File: src/rtl/prog_seq_pkg.sv
package prog_seq_pkg;

    localparam int unsigned BYTE_W = 8;
    typedef logic [BYTE_W-1:0] byte_t;

    typedef enum logic [3:0] {
        S_IDLE,
        S_RAMP,
        S_FETCH,
        S_FETCH_W,
        S_LATCH_HI,
        S_LATCH_LO,
        S_READ,
        S_CHECK,
        S_DSET,
        S_PULSE,
        S_DHOLD,
        S_NEXT,
        S_PWRDN
    } seq_state_e;

    typedef enum logic [1:0] {
        PH_PROG,
        PH_REVISIT,
        PH_FINAL
    } phase_e;

    typedef enum logic [1:0] {
        RD_PRE,
        RD_VERIFY,
        RD_FINAL
    } rd_kind_e;

    typedef struct packed {
        logic ale;
        logic drive;
        logic oe_n;
        logic hv;
        logic sel_data;
    } pin_ctl_t;

    function automatic int unsigned cyc_max(input int unsigned a, input int unsigned b);
        return (a > b) ? a : b;
    endfunction

    // A pulse can only clear bits: any bit wanted at 1 over a stored 0 is unreachable.
    function automatic logic needs_raise(input byte_t have, input byte_t want);
        return |(want & ~have);
    endfunction

    function automatic pin_ctl_t pins_of(input seq_state_e st);
        pin_ctl_t p;
        p = '{ale: 1'b0, drive: 1'b0, oe_n: 1'b1, hv: 1'b0, sel_data: 1'b0};
        case (st)
            S_LATCH_HI: begin p.ale = 1'b1; p.drive = 1'b1; end
            S_LATCH_LO: p.drive = 1'b1;
            S_READ:     p.oe_n = 1'b0;
            S_DSET:     begin p.drive = 1'b1; p.hv = 1'b1; p.sel_data = 1'b1; end
            S_PULSE:    begin p.ale = 1'b1; p.drive = 1'b1; p.hv = 1'b1; p.sel_data = 1'b1; end
            S_DHOLD:    begin p.drive = 1'b1; p.hv = 1'b1; p.sel_data = 1'b1; end
            default:    ;
        endcase
        return p;
    endfunction

endpackage

File: src/rtl/prog_seq_timer.sv
module prog_seq_timer #(
    parameter int unsigned W = 8
) (
    input  logic         clk,
    input  logic         rst,
    input  logic         load,
    input  logic [W-1:0] load_val,
    output logic         zero
);
    logic [W-1:0] cnt;

    always_ff @(posedge clk) begin
        if (rst) begin
            cnt <= '0;
        end else if (load) begin
            cnt <= load_val;
        end else if (cnt != '0) begin
            cnt <= cnt - 1'b1;
        end
    end

    assign zero = (cnt == '0);
endmodule

File: src/rtl/prog_seq_addr.sv
module prog_seq_addr #(
    parameter int unsigned ADDR_W = 16
) (
    input  logic              clk,
    input  logic              rst,
    input  logic              cap,
    input  logic [ADDR_W-1:0] first_in,
    input  logic [ADDR_W-1:0] last_in,
    input  logic              rewind,
    input  logic              step,
    output logic [ADDR_W-1:0] cur,
    output logic              at_last
);
    logic [ADDR_W-1:0] first_q;
    logic [ADDR_W-1:0] last_q;

    always_ff @(posedge clk) begin
        if (rst) begin
            first_q <= '0;
            last_q  <= '0;
            cur     <= '0;
        end else if (cap) begin
            first_q <= first_in;
            last_q  <= last_in;
            cur     <= first_in;
        end else if (rewind) begin
            cur <= first_q;
        end else if (step) begin
            cur <= cur + 1'b1;
        end
    end

    assign at_last = (cur == last_q);

    // the walk only moves forward by one address at a time
    p_step_by_one_r10: assert property (@(posedge clk) disable iff (rst)
        (step && !cap && !rewind) |=> (cur == $past(cur) + 1'b1));
endmodule

File: src/rtl/prog_seq_retry.sv
module prog_seq_retry #(
    parameter int unsigned MAX_TRY = 25
) (
    input  logic clk,
    input  logic rst,
    input  logic clr,
    input  logic inc,
    output logic at_limit
);
    localparam int unsigned RW = $clog2(MAX_TRY + 1);
    logic [RW-1:0] cnt;

    always_ff @(posedge clk) begin
        if (rst || clr) begin
            cnt <= '0;
        end else if (inc) begin
            cnt <= cnt + 1'b1;
        end
    end

    assign at_limit = (cnt == RW'(MAX_TRY - 1));

    // failing verifies of one address never reach the limit without ending the run
    p_retry_bound_r6: assert property (@(posedge clk) disable iff (rst)
        cnt < RW'(MAX_TRY));
endmodule

File: src/rtl/byte_prog_seq.sv
module byte_prog_seq
    import prog_seq_pkg::*;
#(
    parameter int unsigned ADDR_W     = 16,
    parameter int unsigned PULSE_CYC  = 12500,
    parameter int unsigned SETUP_CYC  = 500,
    parameter int unsigned HOLD_CYC   = 500,
    parameter int unsigned LATCH_CYC  = 25,
    parameter int unsigned READ_CYC   = 38,
    parameter int unsigned SUPPLY_CYC = 500,
    parameter int unsigned MAX_TRY    = 25
) (
    input  logic                     clk,
    input  logic                     rst,
    input  logic                     start,
    input  logic                     batch_mode,
    input  logic [ADDR_W-1:0]        first_addr,
    input  logic [ADDR_W-1:0]        last_addr,
    output logic                     src_rd_en,
    output logic [ADDR_W-1:0]        src_addr,
    input  logic [7:0]               src_data,
    output logic                     ale,
    output logic [7:0]               bus_out,
    output logic                     bus_oe,
    input  logic [7:0]               bus_in,
    output logic [ADDR_W-9:0]        addr_hi,
    output logic                     oe_n,
    output logic                     core_hi_req,
    output logic                     pin_hv_req,
    output logic                     busy,
    output logic                     pass,
    output logic                     fail,
    output logic [ADDR_W-1:0]        fail_addr
);
    localparam int unsigned TMR_MAX = cyc_max(cyc_max(cyc_max(PULSE_CYC, SETUP_CYC),
                                      cyc_max(HOLD_CYC, LATCH_CYC)), cyc_max(READ_CYC, SUPPLY_CYC));
    localparam int unsigned TMR_W   = $clog2(TMR_MAX + 1);

    seq_state_e st, st_n;
    phase_e     phase;
    rd_kind_e   rd_kind;
    byte_t      data_q, rd_q;
    logic       batch_q, core_q, pass_q, fail_q;
    logic [ADDR_W-1:0] fail_addr_q;

    logic             tmr_load, tmr_zero;
    logic [TMR_W-1:0] tmr_val;
    logic             cap, rewind, step, at_last;
    logic             retry_clr, retry_inc, retry_limit;
    logic             go_fail, go_pass;
    logic [ADDR_W-1:0] cur;
    pin_ctl_t         pins;

    prog_seq_timer #(.W(TMR_W)) i_timer (
        .clk(clk), .rst(rst), .load(tmr_load), .load_val(tmr_val), .zero(tmr_zero)
    );

    prog_seq_addr #(.ADDR_W(ADDR_W)) i_addr (
        .clk(clk), .rst(rst), .cap(cap), .first_in(first_addr), .last_in(last_addr),
        .rewind(rewind), .step(step), .cur(cur), .at_last(at_last)
    );

    prog_seq_retry #(.MAX_TRY(MAX_TRY)) i_retry (
        .clk(clk), .rst(rst), .clr(retry_clr), .inc(retry_inc), .at_limit(retry_limit)
    );

    always_comb begin
        st_n      = st;
        tmr_load  = 1'b0;
        tmr_val   = '0;
        cap       = 1'b0;
        rewind    = 1'b0;
        step      = 1'b0;
        retry_inc = 1'b0;
        go_fail   = 1'b0;
        go_pass   = 1'b0;
        case (st)
            S_IDLE: if (start) begin
                st_n = S_RAMP; cap = 1'b1;
                tmr_load = 1'b1; tmr_val = TMR_W'(SUPPLY_CYC - 1);
            end
            S_RAMP, S_PWRDN: if (tmr_zero) st_n = S_FETCH;
            S_FETCH:   st_n = S_FETCH_W;
            S_FETCH_W: begin
                st_n = S_LATCH_HI;
                tmr_load = 1'b1; tmr_val = TMR_W'(LATCH_CYC - 1);
            end
            S_LATCH_HI: if (tmr_zero) begin
                st_n = S_LATCH_LO;
                tmr_load = 1'b1; tmr_val = TMR_W'(LATCH_CYC - 1);
            end
            S_LATCH_LO: if (tmr_zero) begin
                st_n = S_READ;
                tmr_load = 1'b1; tmr_val = TMR_W'(READ_CYC - 1);
            end
            S_READ: if (tmr_zero) st_n = S_CHECK;
            S_CHECK: begin
                case (rd_kind)
                    RD_PRE: begin
                        if (needs_raise(rd_q, data_q)) go_fail = 1'b1;
                        else begin
                            st_n = S_DSET;
                            tmr_load = 1'b1; tmr_val = TMR_W'(SETUP_CYC - 1);
                        end
                    end
                    RD_VERIFY: begin
                        if (rd_q == data_q) st_n = S_NEXT;
                        else if (retry_limit) go_fail = 1'b1;
                        else begin
                            retry_inc = 1'b1;
                            st_n = S_DSET;
                            tmr_load = 1'b1; tmr_val = TMR_W'(SETUP_CYC - 1);
                        end
                    end
                    default: begin
                        if (rd_q == data_q) st_n = S_NEXT;
                        else go_fail = 1'b1;
                    end
                endcase
            end
            S_DSET: if (tmr_zero) begin
                st_n = S_PULSE;
                tmr_load = 1'b1; tmr_val = TMR_W'(PULSE_CYC - 1);
            end
            S_PULSE: if (tmr_zero) begin
                st_n = S_DHOLD;
                tmr_load = 1'b1; tmr_val = TMR_W'(HOLD_CYC - 1);
            end
            S_DHOLD: if (tmr_zero) begin
                if (phase == PH_PROG && batch_q) st_n = S_NEXT;
                else begin
                    st_n = S_READ;
                    tmr_load = 1'b1; tmr_val = TMR_W'(READ_CYC - 1);
                end
            end
            S_NEXT: begin
                if (!at_last) begin
                    step = 1'b1; st_n = S_FETCH;
                end else if (phase == PH_FINAL) begin
                    go_pass = 1'b1; st_n = S_IDLE;
                end else if (phase == PH_PROG && batch_q) begin
                    rewind = 1'b1; st_n = S_FETCH;
                end else begin
                    rewind = 1'b1; st_n = S_PWRDN;
                    tmr_load = 1'b1; tmr_val = TMR_W'(SUPPLY_CYC - 1);
                end
            end
            default: st_n = S_IDLE;
        endcase
        if (go_fail) st_n = S_IDLE;
    end

    assign retry_clr = cap || (st == S_NEXT);

    always_ff @(posedge clk) begin
        if (rst) begin
            st          <= S_IDLE;
            phase       <= PH_PROG;
            rd_kind     <= RD_PRE;
            data_q      <= '0;
            rd_q        <= '0;
            batch_q     <= 1'b0;
            core_q      <= 1'b0;
            pass_q      <= 1'b0;
            fail_q      <= 1'b0;
            fail_addr_q <= '0;
        end else begin
            st <= st_n;
            if (cap) begin
                batch_q     <= batch_mode;
                phase       <= PH_PROG;
                core_q      <= 1'b1;
                pass_q      <= 1'b0;
                fail_q      <= 1'b0;
                fail_addr_q <= '0;
            end
            if (st == S_FETCH_W) begin
                data_q  <= src_data;
                rd_kind <= (phase == PH_PROG)    ? RD_PRE :
                           (phase == PH_REVISIT) ? RD_VERIFY : RD_FINAL;
            end
            if (st == S_READ && tmr_zero) rd_q <= bus_in;
            if (st == S_DHOLD && tmr_zero) rd_kind <= RD_VERIFY;
            if (st == S_NEXT && at_last && phase != PH_FINAL) begin
                if (phase == PH_PROG && batch_q) phase <= PH_REVISIT;
                else begin
                    phase  <= PH_FINAL;
                    core_q <= 1'b0;
                end
            end
            if (go_fail) begin
                fail_q      <= 1'b1;
                fail_addr_q <= cur;
                core_q      <= 1'b0;
            end
            if (go_pass) pass_q <= 1'b1;
        end
    end

    assign pins        = pins_of(st);
    assign ale         = pins.ale;
    assign bus_oe      = pins.drive;
    assign oe_n        = pins.oe_n;
    assign pin_hv_req  = pins.hv;
    assign bus_out     = pins.sel_data ? data_q : cur[7:0];
    assign addr_hi     = cur[ADDR_W-1:BYTE_W];
    assign src_rd_en   = (st == S_FETCH);
    assign src_addr    = cur;
    assign core_hi_req = core_q;
    assign busy        = (st != S_IDLE);
    assign pass        = pass_q;
    assign fail        = fail_q;
    assign fail_addr   = fail_addr_q;

    // Length of the current ALE high run, used to check the pulse width
    logic [TMR_W:0] ale_run;
    always_ff @(posedge clk) begin
        if (rst || !ale) ale_run <= '0;
        else             ale_run <= ale_run + 1'b1;
    end

    p_pulse_len_r4: assert property (@(posedge clk) disable iff (rst)
        ($fell(ale) && pin_hv_req) |-> (ale_run == (TMR_W+1)'(PULSE_CYC)));
    p_pulse_data_stable_r4: assert property (@(posedge clk) disable iff (rst)
        (ale && pin_hv_req && $past(ale)) |-> $stable(bus_out));
    p_read_bus_free_r5: assert property (@(posedge clk) disable iff (rst)
        !oe_n |-> (!bus_oe && !pin_hv_req));
    p_hv_needs_core_r2: assert property (@(posedge clk) disable iff (rst)
        pin_hv_req |-> core_hi_req);
    p_fetch_single_r10: assert property (@(posedge clk) disable iff (rst)
        src_rd_en |=> !src_rd_en);
    p_status_excl_r11: assert property (@(posedge clk) disable iff (rst)
        !(pass && fail));
    p_busy_quiet_r11: assert property (@(posedge clk) disable iff (rst)
        busy |-> (!pass && !fail));
    p_start_ignored_r12: assert property (@(posedge clk) disable iff (rst)
        (busy && start) |=> $stable(core_hi_req) || !busy || $past(st) == S_NEXT || $past(go_fail));
endmodule

File: config.mk
export PLATFORM = sky130hd
export DESIGN_NAME = byte_prog_seq
export DESIGN_NICKNAME = d
export VERILOG_FILES = /design/src/rtl/prog_seq_pkg.sv /design/src/rtl/prog_seq_timer.sv /design/src/rtl/prog_seq_addr.sv /design/src/rtl/prog_seq_retry.sv /design/src/rtl/byte_prog_seq.sv
export SDC_FILE = /design/constraint.sdc
export NUM_CORES = 1
export LEC_CHECK = 0
export BUFFER_PORTS_ARGS = -buffer_cell sky130_fd_sc_hd__buf_2
export CORE_UTILIZATION = 60
export CTS_CLUSTER_DIAMETER = 50
export CTS_CLUSTER_SIZE = 20
export DETAILED_ROUTE_END_ITERATION = 12
export PLACE_DENSITY = 0.85
export SLEW_MARGIN = 20
export SYNTH_ARGS = -nofsm -noshare
export SYNTH_HDL_FRONTEND = slang
export SYNTH_SLANG_ARGS = --single-unit
File: constraint.sdc
create_clock -name clk -period 4.8 [get_ports clk]
set_input_delay 0.72 -clock clk [delete_from_list [all_inputs] [get_ports clk]]
set_output_delay 0.72 -clock clk [all_outputs]
set_load 0.01 [all_outputs]
### Word level (Yosys, flattened, before mapping)

Index checks and enable logic that the tools add are counted.

| storage, ports and cells | value |
|---|---|
| register bits | 111 |
| input bits | 52 |
| output and inout bits | 57 |
| logic and storage cells | 165 |

| operators by class | value |
|---|---|
| reductions and logical operators | 28 |
| bitwise gates (word level) | 2 |
| muxes and demuxes | 86 |
| eq/ne operators | 30 |
| $add $sub $neg | 3 |

Operators with widths:

| operator | count |
|---|---|
| $pmux W14 S9 | 1 |
| $mux W16 | 5 |
| $mux W9 | 8 |
| $mux W4 | 16 |
| $pmux W4 S12 | 1 |
| $mux W14 | 3 |
| $mux W1 | 36 |
| $eq A4 B4 Y1 const B | 5 |
| $mux W6 | 3 |
| $ne A2 B2 Y1 const B | 9 |
| $pmux W9 S2 | 1 |
| $add A16 B1 Y16 const B | 1 |
| $eq A16 B16 Y1 | 1 |
| $eq A4 B3 Y1 const B | 4 |
| $logic_not A14 Y1 | 1 |
| $reduce_bool A14 Y1 | 1 |
| $sub A14 B1 Y14 const B | 1 |
| $mux W2 | 6 |
| $reduce_and A11 Y1 | 1 |
| $reduce_bool A2 Y1 | 5 |
| $and A8 B8 Y8 | 1 |
| $eq A4 B2 Y1 const B | 2 |
| $eq A8 B8 Y1 | 1 |
| $mux W8 | 1 |
| other kinds (23) | 35 |

### Longest topological paths before layout

Gate-level depths: netlist (run 1).

| logic depth | value |
|---|---|
| depth in word-level cells | 7 |
| depth in mapped cells | 10 |
| mapped depth without buffers | 8 |

### Hierarchy

From an unflattened synthesis (run 1), not the netlist that was laid out.

| unflattened totals | value |
|---|---|
| cells, all modules | 767 |
| area total of the unflattened synthesis | 6271.0 um2 |

By module, submodules not included:

| module | cells each | area each (um2) | instances | seq. area each (um2) |
|---|---|---|---|---|
| byte_prog_seq | 330 | 2576.2 | 1 | 880.8 |
| prog_seq_addr | 301 | 2538.7 | 1 | 960.9 |
| prog_seq_timer | 109 | 887.1 | 1 | 280.3 |
| prog_seq_retry | 27 | 269.0 | 1 | 100.1 |

### Least setup slack after synthesis (run 1)

No wires, ideal clock.

| timing | value |
|---|---|
| kind | register to register |
| from | register rd_q[5] |
| to | register i_timer.cnt[7] |
| required time | 4.730 ns |
| arrival time | 2.049 ns |
| setup slack | 2.680 ns |
| path buffers | 0 |
| clock period less this slack | 2.120 ns |
| library setup time | 0.070 ns |
| stages on the path, launching flop included | 9 |
| path through | dfxtp_1 inv_1 ha_1 or4_1 or3_1 a211oi_1 a311oi_2 a21boi_1 a21oi_1 |

| on the way | value |
|---|---|
| word-level cells in the longest chain between the ends | 7 |
| elaborated cells between the ends (all ways) | 14 |
| those cells by class | eq/ne: 1; mux: 9; bitwise: 2; reduce/logical: 2 |

Ends and longest elaborated chain:

| item | RTL line | text |
|---|---|---|
| start, declared | byte_prog_seq.sv:42 | `byte_t data_q, rd_q;` |
| start signal, assigned | byte_prog_seq.sv:182 | `if (st == S_READ && tmr_zero) rd_q <= bus_in;` |
| $not A8 Y8 | prog_seq_pkg.sv:48 | `return \|(want & ~have);` |
| $and A8 B8 Y8 | prog_seq_pkg.sv:48 |  |
| $reduce_or A8 Y1 | prog_seq_pkg.sv:48 |  |
| $mux W9 or $mux W1 (tied branches) | byte_prog_seq.sv:100 | `if (needs_raise(rd_q, data_q)) go_fail = 1'b1;` |
| $pmux W9 S2 or $pmux W1 S2 (tied branches) | byte_prog_seq.sv:98 | `case (rd_kind)` |
| $pmux W14 S9 or $pmux W1 S6 (tied branches) | byte_prog_seq.sv:77 | `case (st)` |
| $mux W14 or $reduce_bool A2 Y1 (tied branches) | n/a |  |
| end signal, assigned | prog_seq_timer.sv:16 | `cnt <= load_val;` |
| end signal, assigned | prog_seq_timer.sv:18 | `cnt <= cnt - 1'b1;` |
| end, declared | prog_seq_timer.sv:10 | `logic [W-1:0] cnt;` |

Several ways; a longest one is shown, not always the timed one.
A chain may end at the register's enable or synchronous reset.

### Worst setup path in the final report (run 1)

| timing | value |
|---|---|
| from | register st[3] |
| to | output bus_out[2] |

| on the way | value |
|---|---|
| word-level cells in the longest chain between the ends | 4 |
| elaborated cells between the ends (all ways) | 6 |
| those cells by class | eq/ne: 3; mux: 2; reduce/logical: 1 |

Ends and longest elaborated chain:

| item | RTL line | text |
|---|---|---|
| start, declared | byte_prog_seq.sv:39 | `seq_state_e st, st_n;` |
| start signal, assigned | byte_prog_seq.sv:168 | `st <= st_n;` |
| $eq A4 B4 Y1 | prog_seq_pkg.sv:54 | `case (st)` |
| $reduce_or A3 Y1 (no line) * | n/a |  |
| $mux W2 * | prog_seq_pkg.sv:54 |  |
| $mux W8 * | byte_prog_seq.sv:205 | `assign bus_out = pins.sel_data ? data_q : cur[7:0];` |
| end, declared | byte_prog_seq.sv:23 | `output logic [7:0] bus_out,` |

Mark *: on every way between the ends. The rest lies on a longest branch, timed or not.

==> results.toml, run 1 <==
[cells_and_area]
syn2layout_area_growth_pct = 10.6
n_fill_cell = 748
diodes = 0
layout.nets = 833
final_cells = 884
fin_area_sq_um = 6260
multi_input_comb_area_sq_um = 3080
regArea_sq_um = 2220
fin_util_pct = 68.1
layout-drive-gt1-share_pct = 19.1

[worst_setup_path]
start_kind = "flop"
crit_chain = "nor2b_1 > nand2_1 > mux2_2 > buf_2"
cp-startpoint = "st[3]"
slowest_delay_ns = 0.75
required_ns = 4.08
crit_family = "simple AND/OR/NAND/NOR gates"
crit_slowest_cell = "dfxtp_1"
path_buf_inv = 1
worstPathMaxFanout = 21
cp.arrival_ns = 2.57
reg2reg_from = "st[3]"
endpoint_kind = "primary output"
critPathKind = "reg -> out"

[synthesis]
async_flop_share_pct = 0
ys_ff_latch = 111
netlist_area_sq_um = 5660
synth-edff-count = 0
synth_cells = 699
yosysSeqAreaShare_pct = 39.2
synth_top_flop_cell = "dfxtp_1"
avgSynthCellArea_sq_um = 8.10
yosysWarningCount = 0
syn_nets = 764
ys_types = 64

[route]
drc = 0
num_vias = 5532
via_per_inst = 6.26
finalWirelength_um = 15700
ant_nets = 0
first_pass_iters = 6
drt_iter0_drc = 661
wl_per_cell_um = 17.7

[clock_network]
path_clk_slew_ns = 0.11
clock_path_buffers = 2
insertion_delay_ns = 0.37
cts_sinks = 111
cts_max_level = 3
holdBufCountCts = 0
root_buffer = "clkbuf_8"
cts_inserted_buffers = 9
cts_tree = "built"
ctsResizeCount = 0
postCtsSetupBuffers = 0

[pwr]
p_leak_nw = 2.60
internal_power_mw = 1.75
clock_power_share_pct = 17.3
power_frac_comb_pct = 39.4
p_per_area_nw_per_um2 = 494
ir_worst_vdd_mv = 0.281
swShare_pct = 43.4
switching_power_mw = 1.34
p_seq_share_pct = 43.3

[global_routing]
grt-ovfl-total = 0
grt_first_pass_wirelength_um = 25200
grt_use_total_pct = 32.3
first_global_vias = 5045
antenna_found_initial = 0
grt_max_degree = 46

[sta]
drv_slew = 0
setup_violations = 0
min_period_ns = 3.29
hold_viol = 0
tightest_slew_ns = 1.09
tns_ns = 0
fin_crit_sh_pct = 68.5
relSlewSlack_pct = 27.4
finClkSkew_ns = 0.0119
rsz0062_at_grt = "false"
max_freq_mhz = 304

[place]
gp_congestion = 0.965
portBuffers = 108
post-place-cells = 868
hpwl_um = 11500
dpl_cell_area_sq_um = 6090

[status]
status = "completed"

[floorplan]
start_util_pct = 61.6
die_y_um = 99.2
fp.dieW_um = 99.2
rows = 35
core_sq_um = 9200
num_io_pins = 109
die_area_sq_um = 9830

[worst_hold_path]
hp-class = "reg -> reg"
hp-start = "fail"

[job]
drv_cap = 0
## cells in the final DEF (no fill, tap or decap), types with 13 or more instances in the layout
master / Yosys / routed
nand2_1: 120 / 120
dfxtp_1: 111 / 111
buf_2: 9 / 108
a21oi_1: 66 / 66
nor2_1: 52 / 52
nand3_1: 29 / 29
xor2_1: 26 / 26
inv_1: 21 / 21
o21ai_0: 18 / 18
nor3_1: 15 / 15
mux2i_1: 15 / 15
a22o_1: 15 / 15
nand4_1: 13 / 13
ha_1: 13 / 13
## stage by stage
step           setup WS [ns]  hold slack (ns)  total power, mW
6_report                1.51            0.467             3.09
5_1_grt                 1.36            0.485             3.28
4_1_cts                 1.59            0.471             3.06
3_5_place_dp            1.68            0.453             2.54
3_3_place_gp            1.93            0.444             2.50
2_1_floorplan           2.68            0.432             2.24
## sequential cells by signal, summed over array words and instances (netlist names)
signal / count
fail_addr: 16
i_addr.cur: 16
i_addr.first_q: 16
i_addr.last_q: 16
i_timer.cnt: 14
data_q: 8
rd_q: 8
i_retry.cnt: 5
st: 4
phase: 2
rd_kind: 2
batch_q: 1
core_hi_req: 1
fail: 1
pass: 1
## layout make-up
type                       count  area share (%)
timing repair buffer         112            9.11
inverter                      21            1.26
clock buffer                  10            2.04
sequential                   111            35.5
tap                          111            2.22
multi-input combinational    513            49.1
clock inverter                 6           0.799
## power by group through the flow
stage / clock [mW] / combinational, mW / sequential (mW)
2_1_floorplan: 0 / 1.02 / 1.23
3_3_place_gp: 0 / 1.17 / 1.33
3_5_place_dp: 0 / 1.20 / 1.34
4_1_cts: 0.540 / 1.20 / 1.32
5_1_grt: 0.577 / 1.35 / 1.36
6_report: 0.535 / 1.22 / 1.34
## synth_stat cells (all sizes together), types with 2 or more instances
library cell	count	share of area (%)
ha	13	2.9
clkbuf	24	1.6
a311oi	6	1.0
or2	2	0.22
buf	30	3.4
nand4b	2	0.31
inv	21	1.4
mux2	7	1.4
o31ai	3	0.40
or3	6	0.66
and4	2	0.31
o2111ai	3	0.46
o21ai	20	1.8
xnor2	9	1.4
nand2b	4	0.44
o32ai	2	0.31
a22o	15	2.3
o21bai	2	0.27
a21o	2	0.27
mux2i	15	2.7
o31a	3	0.46
a211oi	5	0.66
nor3	15	1.3
a21oi	67	6.0
and3	2	0.22
o22ai	4	0.44
nor2b	4	0.44
nand3	29	2.6
nor2	55	3.9
a2111oi	2	0.53
o211ai	5	0.66
xor2	26	4.0
nand2	120	8.0
nand4	13	1.4
a32oi	3	0.46
dfxtp	111	39
and2	2	0.22
a31oi	12	1.3
a211o	3	0.46
or4	5	0.66
nor4	13	1.5
## kinds of logic (layout without fill, tap and decap cells)
logic type,Yosys count,count (layout),synth area share [%]
xor+xnor,35,35,5.41
mux,22,22,4.04
flops,111,111,39.2
compound gates,167,167,19.5
simple gates,276,276,22.5
fa+ha+maj,13,13,2.87
buf+inv,75,149,6.45
## path summary, 6_finish.rpt
path	slack [ns]	cells past startpoint	end
setup / recovery	1.51	4	bus_out[2]
hold / removal	0.47	2	fail
hold reg to reg	0.47	2	fail
setup reg to reg	1.55	6	i_addr.cur[11]
## layer usage
| metal | wire (um) | vias up | GRT usage [%] |
|---|---|---|---|
| li1 | - | 2616 | - |
| met1 | 6630 | 2539 | 44.0 |
| met2 | 6870 | 329 | 49.2 |
| met3 | 1740 | 48 | 8.43 |
| met4 | 432 | 0 | 12.3 |
| met5 | 0 | - | 0 |
## worst register-to-register path: stages, from the launching register on
cell,delay [ns]
dfxtp_1,0.75
nor2b_1,0.56
nand3_1,0.46
nor2_1,0.51
nand2_1,0.38
o2111ai_1,0.35
o211ai_1,0.13
(Power assumes the default switching activity.)
==> inputs of run 2 (changes only) <==
--- a/config.mk
+++ b/config.mk
@@ -6,11 +6,11 @@
 export NUM_CORES = 1
 export LEC_CHECK = 0
 export BUFFER_PORTS_ARGS = -buffer_cell sky130_fd_sc_hd__buf_2
-export CORE_UTILIZATION = 60
+export CORE_UTILIZATION = 50
 export CTS_CLUSTER_DIAMETER = 50
 export CTS_CLUSTER_SIZE = 20
 export DETAILED_ROUTE_END_ITERATION = 12
-export PLACE_DENSITY = 0.85
+export PLACE_DENSITY = 0.75
 export SLEW_MARGIN = 20
 export SYNTH_ARGS = -nofsm -noshare
 export SYNTH_HDL_FRONTEND = slang
==> constraint.sdc (replaced) <==
create_clock -name clk -period 2.7 [get_ports clk]
set_input_delay 0.405 -clock clk [delete_from_list [all_inputs] [get_ports clk]]
set_output_delay 0.405 -clock clk [all_outputs]
set_load 0.01 [all_outputs]
==> results.toml, run 2 (same netlist as run 1, synthesis figures left out) <==
[status]
status = "completed"

[route]
wl_per_cell_um = 17.6
drc = 0
first_pass_iters = 8
ant_nets = 0
num_vias = 5569
finalWirelength_um = 16600
drt_iter0_drc = 482
via_per_inst = 5.92

[floorplan]
num_io_pins = 109
start_util_pct = 51.8
core_sq_um = 10900
die_area_sq_um = 11800
die_y_um = 108
rows = 38
fp.dieW_um = 108

[global_routing]
grt-ovfl-total = 0
grt_first_pass_wirelength_um = 26300
antenna_found_initial = 0
first_global_vias = 5191
grt_max_degree = 62
grt_use_total_pct = 28.7

[pwr]
p_per_area_nw_per_um2 = 916
p_leak_nw = 2.79
ir_worst_vdd_mv = 0.429
internal_power_mw = 3.56
p_seq_share_pct = 36.3
clock_power_share_pct = 21.7
switching_power_mw = 2.50
power_frac_comb_pct = 41.9
swShare_pct = 41.3

[cells_and_area]
mostFrequentLayoutCells = "120 x nand2_1, 111 x dfxtp_1, 108 x buf_2"
final_cells = 940
syn2layout_area_growth_pct = 16.9
layout-drive-gt1-share_pct = 22.1
layout.nets = 860
diodes = 0
fin_util_pct = 60.5
final_common_cell = "nand2_1"

[place]
hpwl_um = 11900
portBuffers = 108
gp_congestion = 0.929
post-place-cells = 924

[clock_network]
cts_max_level = 3
cts_sinks = 111
root_buffer = "clkbuf_16"
cts_tree = "built"
path_clk_slew_ns = 0.08
cts_inserted_buffers = 9
clock_path_buffers = 2
postCtsSetupBuffers = 0
insertion_delay_ns = 0.35

[worst_hold_path]
hp-class = "in -> reg"

[sta]
relSlewSlack_pct = 53.2
fin_crit_sh_pct = 93.3
tns_ns = 0
tightest_slew_ns = 0.700
drv_slew = 0
rsz0062_at_grt = "false"
max_freq_mhz = 397
hold_viol = 0
min_period_ns = 2.52
setup_violations = 0
finClkSkew_ns = 0.0102

[worst_setup_path]
worstPathMaxFanout = 14
crit_family = "flip-flops"
start_kind = "flop"
crit_chain = "nor2b_1 > buf_4 > nand2_1 > mux2_2 > buf_2"
cp.arrival_ns = 2.11
slowest_delay_ns = 0.62
path_buf_inv = 2
endpoint_kind = "primary output"
crit_slowest_cell = "dfxtp_1"
required_ns = 2.30
critPathKind = "reg -> out"

[job]
drv_cap = 0
[run 2: cell type report]
type                       count  area [sq um]
clock inverter                 6          52.6
clock buffer                  10           239
tap                          140           175
inverter                      21          78.8
multi-input combinational    513          3080
fill                        1000          4320
sequential                   111          2220
timing repair buffer         139           773
[run 2: worst paths after layout]
kind,slack [ns],end,startpoint,cells after the start
max,0.18,bus_out[6],st[2],5
min,0.28,i_addr.cur[14],first_addr[14],3
max reg2reg,0.27,fail_addr[7],data_q[6],7
min reg2reg,0.46,i_addr.first_q[9],i_addr.first_q[9],2
[run 2: power groups by stage]
stage	clock network, mW	logic (mW)	registers [mW]
5_1_grt	1.40	2.80	2.23
3_5_place_dp	0	2.49	2.22
4_1_cts	1.33	2.51	2.19
2_1_floorplan	0	1.81	2.18
6_report	1.32	2.54	2.20
3_3_place_gp	0	2.44	2.21
[run 2: worst register-to-register path: cells and delay by family, from the launching register on]
kind	cells	cell delay [ns]
simple gates	4	0.98
compound gates	2	0.85
flops	1	0.37
fa+ha+maj	1	0.18
[run 2: per-layer routing]
metal,routed length [um],GRT usage [%],up-vias
li1,-,-,2659
met1,7340,41.0,2577
met2,7440,43.8,304
met3,1510,4.34,29
met4,285,9.46,0
met5,0,0,-
[run 2: per-stage QoR]
stage | setup slack [ns] | instance area (sq um) | hold WS, ns | power, mW
after floorplan | 0.580 | 5660 | 0.432 | 3.99
after CTS | 0.199 | 6620 | 0.273 | 6.02
after global routing | 0.0507 | 6620 | 0.277 | 6.43
final | 0.180 | 6620 | 0.277 | 6.06
after global placement | 0.182 | 6320 | 0.439 | 4.65
after detailed placement | -0.00960 | 6320 | 0.444 | 4.71
[run 2: repair_timing]
item | in CTS | in global routing
hold buffers | 0 | 0
endpoints found under the setup margin | 2 | 0
gates resized for setup | 1 | 0
==> inputs of run 3 (changes only) <==
--- a/config.mk
+++ b/config.mk
@@ -6,12 +6,11 @@
 export NUM_CORES = 1
 export LEC_CHECK = 0
 export BUFFER_PORTS_ARGS = -buffer_cell sky130_fd_sc_hd__buf_2
-export CORE_UTILIZATION = 50
+export CORE_UTILIZATION = 40
 export CTS_CLUSTER_DIAMETER = 50
 export CTS_CLUSTER_SIZE = 20
 export DETAILED_ROUTE_END_ITERATION = 12
-export PLACE_DENSITY = 0.75
-export SLEW_MARGIN = 20
+export PLACE_DENSITY = 0.62
 export SYNTH_ARGS = -nofsm -noshare
 export SYNTH_HDL_FRONTEND = slang
 export SYNTH_SLANG_ARGS = --single-unit
==> results.toml, run 3 (same netlist as run 1, synthesis figures left out) <==
[sta]
tightest_slew_ns = 0.663
min_period_ns = 2.47
fin_crit_sh_pct = 91.4
setup_violations = 0
drv_slew = 0
rsz0062_at_grt = "false"
relSlewSlack_pct = 55.6
finClkSkew_ns = 0.0132
hold_viol = 0
setup_ws_ns = 0.231
tns_ns = 0
max_freq_mhz = 405

[pwr]
internal_power_mw = 3.64
swShare_pct = 41.1
p_seq_share_pct = 35.6
switching_power_mw = 2.54
power_frac_comb_pct = 41.7
p_per_area_nw_per_um2 = 920
ir_worst_vdd_mv = 0.324
p_leak_nw = 2.83
p_total_mw = 6.18
clock_power_share_pct = 22.7

[clock_network]
root_buffer = "clkbuf_16"
insertion_delay_ns = 0.37
clock_path_buffers = 2
cts_sinks = 111
cts_inserted_buffers = 9
cts_max_level = 3
path_clk_slew_ns = 0.08
cts_tree = "built"

[floorplan]
die_y_um = 121
start_util_pct = 41.0
core_sq_um = 13800
fp.dieW_um = 121
die_area_sq_um = 14600
rows = 43
num_io_pins = 109

[cells_and_area]
layout-drive-gt1-share_pct = 22.6
final_common_cell = "nand2_1"
multi_input_comb_area_sq_um = 3080
fin_util_pct = 48.6
diodes = 0
layout.nets = 865
n_fill_cell = 1335
final_cells = 985
mostFrequentLayoutCells = "120 x nand2_1, 111 x dfxtp_1, 108 x buf_2"
regArea_sq_um = 2220
syn2layout_area_growth_pct = 18.6

[global_routing]
grt_first_pass_wirelength_um = 27500
antenna_found_initial = 0
grt_max_degree = 38
grt-ovfl-total = 0
grt_use_total_pct = 24.1
first_global_vias = 5247

[worst_setup_path]
required_ns = 2.30
critPathKind = "reg -> out"
start_kind = "flop"
endpoint_kind = "primary output"
worstPathMaxFanout = 11
reg2reg_from = "rd_q[5]"
cp.arrival_ns = 2.06
cp-startpoint = "st[3]"

[route]
wl_per_cell_um = 17.4
via_per_inst = 5.61
finalWirelength_um = 17100
num_vias = 5525
first_pass_iters = 7
ant_nets = 0
drt_iter0_drc = 431
drc = 0

[place]
hpwl_um = 12600
portBuffers = 108
gp_congestion = 0.860
post-place-cells = 969
post-place-ws_ns = 0.0476

[worst_hold_path]
hp-start = "first_addr[4]"
hp-class = "in -> reg"

[job]
drv_cap = 0

[status]
status = "completed"
==> run 3: metrics by stage <==
step | cell area, sq um | hold slack, ns
4_1_cts | 6720 | 0.247
3_3_place_gp | 6410 | 0.439
6_report | 6720 | 0.259
3_5_place_dp | 6410 | 0.450
5_1_grt | 6720 | 0.272
2_1_floorplan | 5660 | 0.432
==> run 3: final timing paths <==
kind	slack, ns	cells after the start	end
max	0.23	5	bus_out[5]
min	0.26	3	i_addr.cur[4]
max reg2reg	0.24	8	i_timer.cnt[3]
min reg2reg	0.46	2	i_addr.first_q[1]
==> run 3: metal layers <==
metal | global-route usage, % | part of all wire [%] | routed length (um)
met5 | 0 | 0 | 0
met4 | 7.64 | 1.3 | 227
met3 | 4.23 | 6.8 | 1160
met2 | 36.3 | 44 | 7510
met1 | 34.7 | 48 | 8220
==> run 3: worst max-delay path: stages, from the launching register on <==
cell	delay, ns
dfxtp_1	0.55
nor2b_1	0.22
buf_4	0.17
nand2_1	0.23
mux2_2	0.37
buf_2	0.15
==> run 3: power by group through the flow <==
stage	Combinational [mW]	Sequential, mW	Clock (mW)
after floorplan	1.81	2.18	0
after global placement	2.49	2.22	0
after detailed placement	2.53	2.23	0
after CTS	2.54	2.19	1.42
after global routing	2.83	2.24	1.49
final	2.58	2.20	1.40
==> run 3: final cells by class <==
| class | instances | share of cell area (%) |
|---|---|---|
| Sequential cell | 111 | 33.1 |
| Clock inverter | 7 | 1.15 |
| Clock buffer | 9 | 3.35 |
| Tap cell | 180 | 3.35 |
| Multi-Input combinational cell | 513 | 45.8 |
| Inverter | 21 | 1.17 |
| Timing Repair Buffer | 144 | 12.1 |
==> run 3: repair_timing <==
action / 4_1_cts / 5_1_grt
endpoints found under the setup margin: 0 / 15
setup buffers: 0 / 0
endpoints found under the hold margin: 0 / 0
resized for setup: 0 / 1
hold buffers: 0 / 0
